### src/rtl/dll_ctrl_pkg.sv
// Shared code width, code limits and Gray conversion helpers for the
// delay-lock controller. Assumes a code width of at least 2 bits.
package dll_ctrl_pkg;
    localparam int CODE_W   = 7;
    localparam int CODE_MAX = (1 << CODE_W) - 1;
    localparam int CODE_MID = 1 << (CODE_W - 1);

    typedef logic [CODE_W-1:0] code_t;

    // Binary to Gray
    function automatic code_t to_gray(input code_t b);
        return b ^ (b >> 1);
    endfunction

    // Gray to binary, MSB first
    function automatic code_t from_gray(input code_t g);
        code_t b;
        b[CODE_W-1] = g[CODE_W-1];
        for (int i = CODE_W - 2; i >= 0; i--) begin
            b[i] = b[i+1] ^ g[i];
        end
        return b;
    endfunction
endpackage

### src/rtl/dll_gray_step.sv
// Saturating up/down counter whose state register holds Gray code.
// Assumes rst is synchronous and already combined from all sources.
module dll_gray_step
    import dll_ctrl_pkg::*;
(
    input  logic  clk,
    input  logic  rst,
    input  logic  step_en,
    input  logic  step_up,
    output code_t gray_q,
    output code_t bin_val
);
    localparam code_t TOP = code_t'(CODE_MAX);
    localparam code_t MID = code_t'(CODE_MID);

    code_t bin_nxt;

    assign bin_val = from_gray(gray_q);

    // Next binary value with saturation at both ends
    always_comb begin
        bin_nxt = bin_val;
        if (step_en) begin
            if (step_up && bin_val != TOP)
                bin_nxt = bin_val + code_t'(1);
            else if (!step_up && bin_val != '0)
                bin_nxt = bin_val - code_t'(1);
        end
    end

    // Gray state register, mid-scale on reset
    always_ff @(posedge clk) begin
        if (rst) gray_q <= to_gray(MID);
        else     gray_q <= to_gray(bin_nxt);
    end

    AST_GRAY_ONE_BIT: assert property (@(posedge clk) disable iff (rst)
        $countones(gray_q ^ $past(gray_q)) <= 1);
    AST_HOLD_WHEN_IDLE: assert property (@(posedge clk) disable iff (rst)
        !step_en |=> $stable(gray_q));
    AST_SAT_TOP: assert property (@(posedge clk) disable iff (rst)
        (bin_val == TOP && step_up) |=> bin_val == TOP);
    AST_SAT_BOTTOM: assert property (@(posedge clk) disable iff (rst)
        (bin_val == '0 && !step_up) |=> bin_val == '0);
endmodule

### src/rtl/dll_lock_timer.sv
// Counts reference edges since reset and flags lock once the wait for
// the selected mode has elapsed. Assumes LONG_WAIT >= SHORT_WAIT.
module dll_lock_timer #(
    parameter int LONG_WAIT  = 2560,
    parameter int SHORT_WAIT = 512
) (
    input  logic clk,
    input  logic rst,
    input  logic low_jitter,
    output logic locked
);
    localparam int CNT_W = $clog2(LONG_WAIT + 1);
    localparam logic [CNT_W-1:0] LONG_C  = CNT_W'(LONG_WAIT);
    localparam logic [CNT_W-1:0] SHORT_C = CNT_W'(SHORT_WAIT);

    logic [CNT_W-1:0] cnt_q;
    logic [CNT_W-1:0] limit;

    // Edge counter, saturating at the long wait
    always_ff @(posedge clk) begin
        if (rst)                 cnt_q <= '0;
        else if (cnt_q != LONG_C) cnt_q <= cnt_q + 1'b1;
    end

    // Mode selects the threshold
    always_comb begin
        limit  = low_jitter ? LONG_C : SHORT_C;
        locked = (cnt_q >= limit);
    end

    AST_LOCK_STICKY: assert property (@(posedge clk) disable iff (rst)
        (locked && $stable(low_jitter)) |=> (locked || $changed(low_jitter)));
endmodule

### src/rtl/dll_update_tick.sv
// Free-running phase counter giving a one-cycle update pulse every
// PERIOD cycles, the first after PERIOD-1 edges. Assumes PERIOD >= 2.
module dll_update_tick #(
    parameter int PERIOD = 8
) (
    input  logic clk,
    input  logic rst,
    output logic pulse
);
    localparam int PH_W = $clog2(PERIOD);
    localparam logic [PH_W-1:0] LAST = PH_W'(PERIOD - 1);

    logic [PH_W-1:0] ph_q;

    // Phase counter, wraps after the last phase
    always_ff @(posedge clk) begin
        if (rst)             ph_q <= '0;
        else if (ph_q == LAST) ph_q <= '0;
        else                 ph_q <= ph_q + 1'b1;
    end

    assign pulse = (ph_q == LAST);

    AST_PULSE_SINGLE: assert property (@(posedge clk) disable iff (rst)
        pulse |=> !pulse);
endmodule

### src/rtl/dll_offset_stage.sv
// Adds or subtracts a phase offset from the delay code and clamps the
// result to the legal code range. Purely combinational.
module dll_offset_stage
    import dll_ctrl_pkg::*;
(
    input  code_t code_in,
    input  code_t offset_in,
    input  logic  offset_add,
    output code_t code_out
);
    localparam int EXT_W = CODE_W + 2;
    localparam logic signed [EXT_W-1:0] HI = EXT_W'(CODE_MAX);

    logic signed [EXT_W-1:0] sum;

    // Widened signed arithmetic then clamp
    always_comb begin
        if (offset_add)
            sum = $signed({2'b00, code_in}) + $signed({2'b00, offset_in});
        else
            sum = $signed({2'b00, code_in}) - $signed({2'b00, offset_in});
        if (sum < 0)       code_out = '0;
        else if (sum > HI) code_out = code_t'(CODE_MAX);
        else               code_out = sum[CODE_W-1:0];
    end

    always_comb begin
        AST_CLAMP_ADD: assert (!offset_add || code_out >= code_in);
    end
endmodule

### src/rtl/dll_delay_ctrl.sv
// Digital controller of a strobe delay-locked loop: Gray-coded
// saturating delay setting, mode-selected lock wait, periodic update
// pulse and an offset-adjusted code. Both reset inputs are synchronous,
// active-low and equivalent.
module dll_delay_ctrl
    import dll_ctrl_pkg::*;
#(
    parameter int LONG_WAIT  = 2560,
    parameter int SHORT_WAIT = 512,
    parameter int UPD_PERIOD = 8
) (
    input  logic              clk,
    input  logic              rst_n,
    input  logic              pin_rst_n,
    input  logic              low_jitter,
    input  logic              step_en,
    input  logic              step_up,
    input  logic [CODE_W-1:0] offset_in,
    input  logic              offset_add,
    output logic [CODE_W-1:0] delay_gray,
    output logic [CODE_W-1:0] delay_code,
    output logic [CODE_W-1:0] offset_code,
    output logic              update_pulse,
    output logic              locked
);
    localparam code_t MID = code_t'(CODE_MID);

    logic  rst;
    code_t cur_bin;
    code_t adj_code;

    assign rst = !rst_n || !pin_rst_n;

    dll_gray_step u_step (
        .clk     (clk),
        .rst     (rst),
        .step_en (step_en),
        .step_up (step_up),
        .gray_q  (delay_gray),
        .bin_val (cur_bin)
    );

    dll_lock_timer #(
        .LONG_WAIT  (LONG_WAIT),
        .SHORT_WAIT (SHORT_WAIT)
    ) u_lock (
        .clk        (clk),
        .rst        (rst),
        .low_jitter (low_jitter),
        .locked     (locked)
    );

    dll_update_tick #(
        .PERIOD (UPD_PERIOD)
    ) u_tick (
        .clk   (clk),
        .rst   (rst),
        .pulse (update_pulse)
    );

    dll_offset_stage u_ofs (
        .code_in    (cur_bin),
        .offset_in  (offset_in),
        .offset_add (offset_add),
        .code_out   (adj_code)
    );

    // Publish both codes only at the end of an update cycle
    always_ff @(posedge clk) begin
        if (rst) begin
            delay_code  <= MID;
            offset_code <= MID;
        end else if (update_pulse) begin
            delay_code  <= cur_bin;
            offset_code <= adj_code;
        end
    end

    AST_PUBLISH_HOLD: assert property (@(posedge clk) disable iff (rst)
        !update_pulse |=> ($stable(delay_code) && $stable(offset_code)));
endmodule

### config.mk
export PLATFORM = sky130hd
export DESIGN_NAME = dll_delay_ctrl
export DESIGN_NICKNAME = d
export VERILOG_FILES = /design/src/rtl/dll_ctrl_pkg.sv /design/src/rtl/dll_gray_step.sv /design/src/rtl/dll_lock_timer.sv /design/src/rtl/dll_update_tick.sv /design/src/rtl/dll_offset_stage.sv /design/src/rtl/dll_delay_ctrl.sv
export SDC_FILE = /design/constraint.sdc
export NUM_CORES = 1
export LEC_CHECK = 0
export BUFFER_PORTS_ARGS = -buffer_cell sky130_fd_sc_hd__buf_2
export CAP_MARGIN = 25
export CORE_MARGIN = 4
export CORE_UTILIZATION = 55
export CTS_CLUSTER_SIZE = 14
export DETAILED_ROUTE_END_ITERATION = 8
export HOLD_SLACK_MARGIN = 0.02
export PLACE_DENSITY = 0.76
export SKIP_CTS_REPAIR_TIMING = 1
export SYNTH_ARGS = -nofsm -noshare
export SYNTH_HDL_FRONTEND = slang
export SYNTH_HIERARCHICAL = 1
export SYNTH_SLANG_ARGS = --single-unit
### constraint.sdc
create_clock -name clk -period 11.6 [get_ports clk]
set_input_delay 1.74 -clock clk [delete_from_list [all_inputs] [get_ports clk]]
set_output_delay 1.74 -clock clk [all_outputs]
set_load 0.005 [all_outputs]
==> flow_metrics.env <==
export IMPL_final_hold_violation_count=0
export IMPL_cp_top_family="adder cells"
export IMPL_drt_first_pass_iters=4
export IMPL_grt_usage_pct=21.5
export IMPL_worst_setup_path_start_kind="register"
export IMPL_crit_buf_inv=7
export IMPL_cts_buffers=5
export IMPL_timing_max_slew_rel_slack_pct=32.7
export IMPL_max_cap_violations=0
export IMPL_yosys_cell_types_count=69
export IMPL_endpoint_kind_of_the_worst_setup_timing_path="register"
export IMPL_critical_path_cell_chain="xor2_1, ha_1, inv_1, ha_1, inv_1, ha_1, inv_1, ha_1, inv_1, ha_1, inv_1, inv_1, ha_1, inv_1, fa_1, a211o_1, a31o_1, o311ai_1, xor2_1, a21oi_1, mux2i_1, nand3_1"
export IMPL_timing_hold_worst_class="reg -> reg"
export IMPL_rsz0062_at_grt="false"
export IMPL_setup_worst_path_end="offset_code[6]"
export IMPL_grt_max_degree=39
export IMPL_p_leak_uw=0.00129
export IMPL_register_bit_total_from_synthesis=36
export IMPL_vdd_ir_drop_max_uv=183
export IMPL_ios=37
export IMPL_via_count=2469
export IMPL_final_nets=394
export IMPL_hpwl_um=4640
export IMPL_placed_area_um2=2950
export IMPL_rr_endpoint="offset_code[6]"
export IMPL_drt_iter0_markers=119
export IMPL_cts_tree="done"
export IMPL_worst_slew_pin_tran_ns=1.01
export IMPL_ratio_of_cells_with_drive_above_1_in_the_final_layout_pct=17.9
export IMPL_floorplan_die_height_um=79.0
export IMPL_cts_root_to_sink_buffers=2
export IMPL_ys_seq_area_share_pct=26.0
export IMPL_most_used_dff_post_synth="dfxtp_1"
export IMPL_num_rows=25
export IMPL_post_route_min_period_ns=5.37
export IMPL_syn_avg_cell_area_um2=8.71
export IMPL_power_density_nw_per_um2=342
export IMPL_via_per_inst=5.91
export IMPL_final_design_area_no_fill_um2=3060
export IMPL_area_growth_pct=10.4
export IMPL_total_power_uw=1050
export IMPL_crit_cells=22
export IMPL_finish_cell_count_without_fillers=418
export IMPL_detailedPlace_worstSlack_ns=6.31
export IMPL_worst_r2r_cell_count=22
export IMPL_clock_sinks=36
export IMPL_postSynthNetCount=362
export IMPL_proportion_of_netlist_area_held_by_the_largest_area_contributor_pct=26.0
export IMPL_ant_nets=0
export IMPL_crit_path_frequent_cell="inv_1"
export IMPL_synth_most_common_cell="dfxtp_1"
export IMPL_timing_critical_path_required_ns=11.79
export IMPL_critPathMaxStageDelay_ns=0.65
export IMPL_result_of_the_run="finished clean"
export IMPL_ctsRootBufferMaster="clkbuf_8"
export IMPL_area_taken_by_flip_flops_and_latches_um2=721
export IMPL_reg2reg_slack_ns=6.23
export IMPL_first_global_vias=2285
export IMPL_cell_type_with_the_highest_aggregate_area_in_the_netlist="dfxtp_1"
export IMPL_ctsHtreeMaxLevel=2
export IMPL_clock_latency_reported_for_the_late_side_of_the_worst_skew_pair_ns=0.30
export IMPL_yosys_top_cells_area="dfxtp_1 26%, ha_1 13%, mux2i_1 6.1%"
export IMPL_cp_arrival_ns=5.56
export IMPL_initial_core_util_pct=57.9
export IMPL_wire_length_of_the_first_global_routing_pass_um=11000
export IMPL_crit_fanout=14
export IMPL_fin_worst_skew_ns=0.00885
export IMPL_timing_final_max_slew_violations=0
export IMPL_mappedNetlistArea_um2=2770
export IMPL_max_freq_ghz=0.186
export IMPL_routed_wire_length_per_instance_um=15.3
export IMPL_design_core_area_um2=4790
export IMPL_synth_async_sr_flop_share_pct=0
export IMPL_die_area_um2=6240
export IMPL_gp_routability_congestion=0.882
export IMPL_synth_warnings=6
export IMPL_clock_pin_slew_reported_for_the_worst_setup_and_hold_paths_after_clock_tree_synthesis_ns=0.08
export IMPL_n_antenna_cell=0
export IMPL_wl_um=6390
export IMPL_dieWidth_um=79.0
export IMPL_worst_path_max_delay_cell="dfxtp_1"
export IMPL_synth_top_cells_by_count="36 x dfxtp_1, 34 x inv_1, 28 x ha_1"
export IMPL_post_route_period_util_pct=46.3
export IMPL_setup_viol=0
export IMPL_totalNegativeSetupSlack_ns=0
export IMPL_crit_path_start="u_step/gray_q[6]"
export IMPL_critical_path_class="reg -> reg"
export IMPL_synth_edff_count=0
export IMPL_grt_antenna_before_repair=0
export IMPL_dpl_cell_count=410
export IMPL_timing_final_ws_setup_ns=6.23
export IMPL_detail_route_drc_violations=0
export IMPL_fillers=422
export IMPL_grt_remaining_overflow=0
export IMPL_timing_rr_start="u_step/gray_q[6]"
export IMPL_io_buffers=36
export IMPL_synth_cells=318
export IMPL_multi_input_gate_area_um2=1830
-- final cells by class --
| type | instances | area share (%) |
|---|---|---|
| Inverter | 34 | 4.17 |
| Sequential cell | 36 | 23.6 |
| Clock inverter | 2 | 1.15 |
| Timing Repair Buffer | 37 | 6.13 |
| Clock buffer | 6 | 2.37 |
| Tap cell | 67 | 2.74 |
| Multi-Input combinational cell | 236 | 59.9 |
-- flip-flops by register name (all words and copies together) (netlist names) --
signal         count
u_lock/cnt_q      12
delay_code         7
offset_code        7
u_step/gray_q      7
u_tick/ph_q        3
-- worst min-delay path by stage --
| stage | from | to | depth (start not counted) | slack, ns |
|---|---|---|---|---|
| after floorplan | u_tick/ph_q[0] | u_tick/ph_q[0] | 1 | 0.40 |
| after global placement | u_tick/ph_q[0] | u_tick/ph_q[0] | 1 | 0.41 |
| after detailed placement | u_tick/ph_q[0] | u_tick/ph_q[0] | 1 | 0.42 |
| after CTS | u_tick/ph_q[0] | u_tick/ph_q[0] | 1 | 0.43 |
| after global routing | u_tick/ph_q[0] | u_tick/ph_q[0] | 1 | 0.44 |
| final | u_tick/ph_q[0] | u_tick/ph_q[0] | 1 | 0.42 |
-- cells by family (layout without fill, tap and decap cells) --
family,count (synthesis),in the layout,share of synthesized area [%]
mux,19,19,6.96
xor+xnor,7,7,2.21
simple gates,101,101,22.3
buf+inv,46,79,7.86
fa+ha+maj,30,30,14.1
compound gates,79,79,20.6
flops,36,36,26.0
-- per-layer routing --
layer / up-vias / share of wire (%) / GRT usage (%) / routed length [µm]
li1: 1227 / - / - / -
met1: 1177 / 45 / 28.0 / 2900
met2: 60 / 49 / 36.2 / 3130
met3: 5 / 4.9 / 4.65 / 310
met4: 0 / 0.81 / 5.50 / 52
met5: - / 0 / 0 / 0
-- metrics by stage --
step                      util (%)  hold slack (ns)
after floorplan                  -            0.398
after global placement        61.7            0.407
after detailed placement      61.7            0.416
after CTS                     63.9            0.426
after global routing          63.9            0.440
final                         63.9            0.419
-- report_power, final --
group / switching [µW] / internal (µW) / total (µW) / leakage [µW]
registers: 10.2 / 134 / 144 / 0.000291
clock network: 48.4 / 63.8 / 112 / 0.0000552
logic: 454 / 336 / 789 / 0.000947
total: 512 / 533 / 1050 / 0.00129
-- cell usage in the layout (no fill, tap or decap), types with 5 or more instances in the layout --
master	n
nor2_1	23
mux2i_1	17
o31ai_1	6
ha_1	28
nor2b_1	7
a21oi_1	18
nor3_1	7
nand3_1	13
o21ai_0	7
dfxtp_1	36
clkbuf_8	5
nand2b_1	8
a211o_1	5
inv_1	34
nand2_1	7
buf_2	36
Note: power is estimated with default switching activity, not from simulation.
